**src/rtl/wbuf_pkg.sv**
```systemverilog
package wbuf_pkg;
  // What the shared memory port is doing in a given cycle
  typedef enum logic [1:0] {
    PORT_IDLE  = 2'd0,
    PORT_READ  = 2'd1,
    PORT_DRAIN = 2'd2
  } port_use_e;
endpackage

```
**src/rtl/wbuf_store.sv**
```systemverilog
module wbuf_store #(
  parameter int DEPTH = 4,
  parameter int AW    = 16,
  parameter int DW    = 32
) (
  input  logic          clk,
  input  logic          rst_n,
  input  logic          push,
  input  logic [AW-1:0] push_addr,
  input  logic [DW-1:0] push_data,
  input  logic          pop,
  input  logic [AW-1:0] look_addr,
  output logic          hit,
  output logic [DW-1:0] hit_data,
  output logic [AW-1:0] head_addr,
  output logic [DW-1:0] head_data,
  output logic          full,
  output logic          empty
);
  localparam int PW = (DEPTH > 1) ? $clog2(DEPTH) : 1;
  localparam int CW = $clog2(DEPTH + 1);

  logic [AW-1:0] addr_q [DEPTH];
  logic [DW-1:0] data_q [DEPTH];
  logic [PW-1:0] head_q, tail_q;
  logic [CW-1:0] cnt_q;
  logic [DEPTH-1:0] match;

  function automatic logic [PW-1:0] wrap_inc(input logic [PW-1:0] p);
    return (p == PW'(DEPTH - 1)) ? '0 : p + 1'b1;
  endfunction

  // One address comparator per slot
  for (genvar i = 0; i < DEPTH; i++) begin : g_cmp
    assign match[i] = (addr_q[i] == look_addr);
  end

  // Walk slots oldest to youngest; a later live match overrides, so the youngest wins
  always_comb begin
    hit      = 1'b0;
    hit_data = '0;
    for (int k = 0; k < DEPTH; k++) begin
      int idx;
      idx = int'(head_q) + k;
      if (idx >= DEPTH) idx = idx - DEPTH;
      if (k < int'(cnt_q) && match[PW'(idx)]) begin
        hit      = 1'b1;
        hit_data = data_q[PW'(idx)];
      end
    end
  end

  assign head_addr = addr_q[head_q];
  assign head_data = data_q[head_q];
  assign full      = (cnt_q == CW'(DEPTH));
  assign empty     = (cnt_q == '0);

  always_ff @(posedge clk) begin
    if (push) begin
      addr_q[tail_q] <= push_addr;
      data_q[tail_q] <= push_data;
    end
  end

  always_ff @(posedge clk or negedge rst_n) begin
    if (!rst_n) begin
      head_q <= '0;
      tail_q <= '0;
      cnt_q  <= '0;
    end else begin
      if (push) tail_q <= wrap_inc(tail_q);
      if (pop)  head_q <= wrap_inc(head_q);
      cnt_q <= cnt_q + CW'(push) - CW'(pop);
    end
  end

  // a full queue never takes another entry
  p_no_overflow_r2: assert property (@(posedge clk) disable iff (!rst_n)
    full |-> !push);
  // nothing drains from an empty queue
  p_no_underflow_r7: assert property (@(posedge clk) disable iff (!rst_n)
    empty |-> !pop);
endmodule

```
**src/rtl/wbuf_port.sv**
```systemverilog
module wbuf_port
  import wbuf_pkg::*;
#(
  parameter int AW = 16,
  parameter int DW = 32
) (
  input  logic          rd_valid,
  input  logic [AW-1:0] rd_addr,
  input  logic          hit,
  input  logic          full,
  input  logic          empty,
  input  logic          mem_ready,
  input  logic [AW-1:0] head_addr,
  input  logic [DW-1:0] head_data,
  output logic          rd_ready,
  output logic          pop,
  output logic          mem_valid,
  output logic          mem_we,
  output logic [AW-1:0] mem_addr,
  output logic [DW-1:0] mem_wdata
);
  port_use_e use_c;

  // A memory read wins unless the queue is full; otherwise drain the oldest entry
  always_comb begin
    if (rd_valid && !hit && !full) use_c = PORT_READ;
    else if (!empty)               use_c = PORT_DRAIN;
    else                           use_c = PORT_IDLE;
  end

  assign rd_ready  = hit || (!full && mem_ready);
  assign pop       = (use_c == PORT_DRAIN) && mem_ready;
  assign mem_valid = (use_c != PORT_IDLE);
  assign mem_we    = (use_c == PORT_DRAIN);
  assign mem_addr  = (use_c == PORT_READ) ? rd_addr : head_addr;
  assign mem_wdata = head_data;
endmodule

```
**src/rtl/wbuf_fwd.sv**
```systemverilog
module wbuf_fwd #(
  parameter int DEPTH = 4,
  parameter int AW    = 16,
  parameter int DW    = 32
) (
  input  logic          clk,
  input  logic          rst_n,
  input  logic          wr_valid,
  output logic          wr_ready,
  input  logic [AW-1:0] wr_addr,
  input  logic [DW-1:0] wr_data,
  input  logic          rd_valid,
  output logic          rd_ready,
  input  logic [AW-1:0] rd_addr,
  output logic          rd_rsp_valid,
  output logic [DW-1:0] rd_rsp_data,
  output logic          mem_valid,
  input  logic          mem_ready,
  output logic          mem_we,
  output logic [AW-1:0] mem_addr,
  output logic [DW-1:0] mem_wdata,
  input  logic [DW-1:0] mem_rdata,
  output logic          buf_empty
);
  logic          push, pop, hit, full, empty;
  logic [DW-1:0] hit_data, head_data;
  logic [AW-1:0] head_addr;
  logic          rsp_q, rsp_mem_q;
  logic [DW-1:0] fwd_q;

  assign wr_ready = !full;
  assign push     = wr_valid && !full;

  wbuf_store #(.DEPTH(DEPTH), .AW(AW), .DW(DW)) store_i (
    .clk(clk), .rst_n(rst_n),
    .push(push), .push_addr(wr_addr), .push_data(wr_data),
    .pop(pop), .look_addr(rd_addr),
    .hit(hit), .hit_data(hit_data),
    .head_addr(head_addr), .head_data(head_data),
    .full(full), .empty(empty)
  );

  wbuf_port #(.AW(AW), .DW(DW)) port_i (
    .rd_valid(rd_valid), .rd_addr(rd_addr), .hit(hit),
    .full(full), .empty(empty), .mem_ready(mem_ready),
    .head_addr(head_addr), .head_data(head_data),
    .rd_ready(rd_ready), .pop(pop),
    .mem_valid(mem_valid), .mem_we(mem_we),
    .mem_addr(mem_addr), .mem_wdata(mem_wdata)
  );

  // Response stage: forwarded word is registered, memory word arrives a cycle later
  always_ff @(posedge clk or negedge rst_n) begin
    if (!rst_n) begin
      rsp_q     <= 1'b0;
      rsp_mem_q <= 1'b0;
      fwd_q     <= '0;
    end else begin
      rsp_q     <= rd_valid && rd_ready;
      rsp_mem_q <= rd_valid && rd_ready && !hit;
      if (rd_valid && hit) fwd_q <= hit_data;
    end
  end

  assign rd_rsp_valid = rsp_q;
  assign rd_rsp_data  = rsp_mem_q ? mem_rdata : fwd_q;
  assign buf_empty    = empty;

  // an unmatched read takes the memory port ahead of draining
  p_read_first_r3: assert property (@(posedge clk) disable iff (!rst_n)
    (rd_valid && !hit && !full) |-> (mem_valid && !mem_we && mem_addr == rd_addr));
  // a full queue always drains and holds back reads that need memory
  p_full_drain_r4: assert property (@(posedge clk) disable iff (!rst_n)
    (full && rd_valid && !hit) |-> (mem_valid && mem_we && !rd_ready));
  // a matched read is taken at once without a memory read
  p_fwd_no_mem_r5: assert property (@(posedge clk) disable iff (!rst_n)
    (rd_valid && hit) |-> (rd_ready && !(mem_valid && !mem_we)));
  // response exactly one cycle after acceptance
  p_rsp_timing_r8: assert property (@(posedge clk) disable iff (!rst_n)
    (rd_valid && rd_ready) |=> rd_rsp_valid);
  p_rsp_only_r8: assert property (@(posedge clk) disable iff (!rst_n)
    !(rd_valid && rd_ready) |=> !rd_rsp_valid);
  // nothing is written to memory while the queue is empty
  p_empty_quiet_r9: assert property (@(posedge clk) disable iff (!rst_n)
    buf_empty |-> !(mem_valid && mem_we));
endmodule

```
**config.mk**
```make
export PLATFORM = sky130hd
export DESIGN_NAME = wbuf_fwd
export DESIGN_NICKNAME = d
export VERILOG_FILES = /design/src/rtl/wbuf_pkg.sv /design/src/rtl/wbuf_store.sv /design/src/rtl/wbuf_port.sv /design/src/rtl/wbuf_fwd.sv
export SDC_FILE = /design/constraint.sdc
export NUM_CORES = 1
export LEC_CHECK = 0
export CAP_MARGIN = 5
export CORE_AREA = 2 2 189 191
export CTS_BUF_LIST = sky130_fd_sc_hd__clkbuf_4
export DETAILED_ROUTE_END_ITERATION = 16
export DIE_AREA = 0 0 191 193
export GPL_TIMING_DRIVEN = 0
export PLACE_DENSITY = 0.64
export SYNTH_ARGS = -nofsm -noshare
export SYNTH_HDL_FRONTEND = slang
export SYNTH_SLANG_ARGS = --single-unit
```
**constraint.sdc**
```tcl
create_clock -name clk -period 4.3 [get_ports clk]
set_clock_uncertainty 0.1 [all_clocks]
set_input_delay 0.645 -clock clk [delete_from_list [all_inputs] [get_ports clk]]
set_output_delay 0.645 -clock clk [all_outputs]
set_load 0.005 [all_outputs]
```
==> run_results.csv <==
group,metric,value,unit
routing,viasPerCell,5.59,
sta,relSlewSlack,27.5,%
die,fp-row-count,69,
yosys,synth-simple-area-share,5.35,%
worst_setup_path,worstPathRequired,3.56,ns
yosys,ys_seq_elements,233,
worst_setup_path,r2r-end,"store_i.cnt_q[2]$_DFF_PN0_",
power_and_ir_drop,p_leak,5.95,nW
clocking,cts-htree-levels,3,
worst_hold_path,worstHoldPathType,"input port to async pin",
yosys,netlist_area,13700,sq um
global_routing,grt_pass1_wl,55400,um
routing,route.vias.total,9050,
yosys,async_reset_ff_share,17.6,%
yosys,synth-warning-count,0,
placement,detailed_place_hpwl,24700,um
worst_setup_path,endpoint,"mem_addr[6]",
yosys,synth_compound_area_share,5.79,%
placement,pre_cts_ws,-0.527,ns
placement,gp_congestion,0.802,
worst_setup_path,critPathKind,"register to primary output",
power_and_ir_drop,p_per_area,595,nW/um^2
routing,remaining_drc_errors,0,
sta,setup_slack,0.0215,ns
routing,antenna_left,0,
global_routing,first_global_vias,9361,
finish,nFillCells,3041,
die,die_y,193,um
routing,routedWlPerCell,23.0,um
sta,setup_viol,0,
global_routing,track_usage,20.4,%
clocking,cts_made_buffers,66,
finish,drive_gt1_share,39.4,%
yosys,synth-adder-area-share,0.968,%
routing,dr.pass1.iters,5,
yosys,syn_nets,962,
yosys,synth_seq_area_share,49.6,%
die,coreArea,35000,sq um
sta,clock.fmax,234,MHz
global_routing,grt_start_max_net_pins,49,
yosys,synth_cell_types,44,
sta,fin_crit,4.28,ns
yosys,synthXorXnorAreaFrac,4.16,%
worst_setup_path,worstSetupEndpointType,"primary output",
finish,nNetsFinal,1216,
die,initial_core_util,39.2,%
clocking,cts.sinks,233,
worst_setup_path,worstSetupStartpoint,"store_i.addr_q[1][8]$_DFFE_PP_",
finish,fin_util,48.7,%
worst_setup_path,cp-start-kind,"register",
placement,io_buffers,170,
die,ioPinCount,187,
worst_setup_path,worstPathArrival,3.53,ns
clocking,cts_root_buffer,"clkbuf_4",
yosys,synth_area_leaders,"edfxtp_1 42%, mux4_2 24%, dfrtp_1 7.5%, mux2_2 5.8%, xor2_1 4.2%",
yosys,netlist_instances,851,
routing,drt_iter0_markers,635,
worst_setup_path,cp_max_fo,8,
sta,rsz0062_at_grt,"true",
finish,area_growth,24.2,%
die,dieArea,36900,sq um
yosys,synth_mux_area_share,30.8,%
power_and_ir_drop,vdd.ir_drop.worst,271,uV
yosys,ys.flop_type,"edfxtp_1",
worst_setup_path,rrSetupSlack,0.55,ns
sta,hold_violations,0,
sta,worst_pin_slew,1.09,ns
die,fp.dieW,191,um
yosys,synth_edf_count,192,
sta,fin_crit_sh,99.5,%
run_status,status,"complete, no violations",
worst_setup_path,rr_worst_depth,15,
global_routing,grt_antenna_before_repair,5,
global_routing,grt-ovfl-total,0,
clocking,cts_max_path_buffers,3,
yosys,synth_top_area_cell,"edfxtp_1",
run,cap_violations,0,
routing,wl,37300,um
clocking,cts.reportedPaths.clkPinSlew,0.07,ns
worst_setup_path,r2r-start,"store_i.addr_q[1][8]$_DFFE_PP_",
yosys,synth_top_cell_area_share,42.1,%
clocking,clk_latency,0.69,ns
sta,fin_setup_tns,0,ns
sta,finalMaxSlewViolations,0,
clocking,cts_tree,"built",
yosys,synth_top_family_by_area,"multiplexers",
yosys,synth_area_per_cell,16.1,sq um
==> cells by family (layout without fill, tap and decap cells) <==
logic type | Yosys count | after routing
AO/OA/AOI/OAI | 84 | 84
XOR/XNOR | 65 | 65
AND/OR/NAND/NOR | 143 | 143
adder cells (fa/ha/maj) | 10 | 10
flip-flops | 233 | 233
other | 0 | 2
buffers and inverters | 89 | 393
multiplexers | 227 | 227
==> cells in the final DEF (no fill, tap or decap), types with 9 or more instances in the layout <==
cell type,Yosys,layout
dfrtp_1,41,41
nand2_1,37,37
clkdlybuf4s50_1,0,150
a211oi_1,31,31
nor2_1,36,36
clkinv_1,0,10
buf_6,13,13
buf_2,20,21
clkbuf_2,0,18
clkbuf_4,0,98
nor4_2,0,10
and2_1,33,33
mux2_4,8,10
mux2_2,71,69
buf_4,0,13
o31ai_2,30,30
edfxtp_1,192,192
inv_1,13,13
clkbuf_1,33,30
xor2_1,65,65
mux4_2,145,145
ha_1,9,9
==> flip-flops by register name (all words and copies together) (netlist names) <==
register and count:
store_i.addr_q 64, rd_rsp_valid 1, store_i.head_q 2, rsp_mem_q 1
store_i.cnt_q 3, store_i.tail_q 2, fwd_q 32, store_i.data_q 128
==> final cells by class <==
type                    instances  area [sq um]  area share, %
clock inverters                22           105          0.618
diodes                          2          5.00         0.0294
flip-flops and latches        233          6790           39.9
plain buffers                  75           423           2.49
inverters                      13          48.8          0.287
multi-input cells             529          6550           38.5
repair buffers                187          1790           10.5
clock buffers                  96           721           4.24
well taps                     461           577           3.39
==> per-stage QoR <==
step	std cells	area [sq um]	total power [mW]	hold slack (ns)
after floorplan	851	13700	6.47	0.249
after global placement	1482	16000	8.22	0.372
after detailed placement	1484	16000	8.24	0.372
after CTS	1612	17000	10.3	0.356
after global routing	1617	17000	10.7	0.373
final	1618	17000	10.1	0.381
==> synthesized netlist by cell type (all sizes together), types with 3 or more instances <==
| cell | count |
|---|---|
| o21ai | 6 |
| edfxtp | 192 |
| mux2 | 81 |
| buf | 43 |
| nor4 | 16 |
| clkbuf | 33 |
| xor2 | 65 |
| dfrtp | 41 |
| ha | 9 |
| a211oi | 31 |
| nor2 | 38 |
| nand2 | 37 |
| and2 | 33 |
| o31ai | 32 |
| mux4 | 145 |
| nand4 | 5 |
| nor3 | 3 |
| a21oi | 4 |
| inv | 13 |
| and3 | 4 |
==> how the worst min path moves through the flow <==
stage,startpoint,end,cells past startpoint
final,rst_n,fwd_q[8]$_DFFE_PN0P_,2
after global routing,rst_n,fwd_q[8]$_DFFE_PN0P_,2
after CTS,rst_n,fwd_q[8]$_DFFE_PN0P_,2
after detailed placement,fwd_q[30]$_DFFE_PN0P_,fwd_q[30]$_DFFE_PN0P_,2
after global placement,fwd_q[4]$_DFFE_PN0P_,fwd_q[4]$_DFFE_PN0P_,2
after floorplan,rst_n,fwd_q[0]$_DFFE_PN0P_,0
==> worst max-delay path, cell delays in order, from the launching register on <==
cell	delay (ns)
edfxtp_1	0.40
xor2_1	0.17
nor4_2	0.37
nand4_1	0.25
mux4_2	0.53
or2_4	0.26
nand4_4	0.12
nor2_4	0.06
buf_12	0.15
buf_4	0.13
mux2_2	0.27
buf_6	0.12
==> power by group <==
| part | switching [mW] | internal (mW) |
|---|---|---|
| sequential | 0.257 | 2.90 |
| clock | 0.949 | 1.03 |
| combinational | 2.28 | 2.71 |
==> layer usage <==
metal,track usage [%],part of all wire (%),wire [um],vias up
li1,-,-,-,4004
met1,25.3,40,14900,4586
met2,35.3,51,18900,380
met3,4.72,6.9,2560,74
met4,7.04,2.4,897,6
met5,0,0.12,44,-
==> timing repair <==
action / in CTS / in global routing
setup endpoints to repair: 20 / 18
resized for setup: 51 / 29
endpoints found under the hold margin: 16 / 0
buffers inserted: 10 / 4
hold buffers: 1 / 0
pin swaps: 7 / 6
Power figures use the tool's default switching activity.
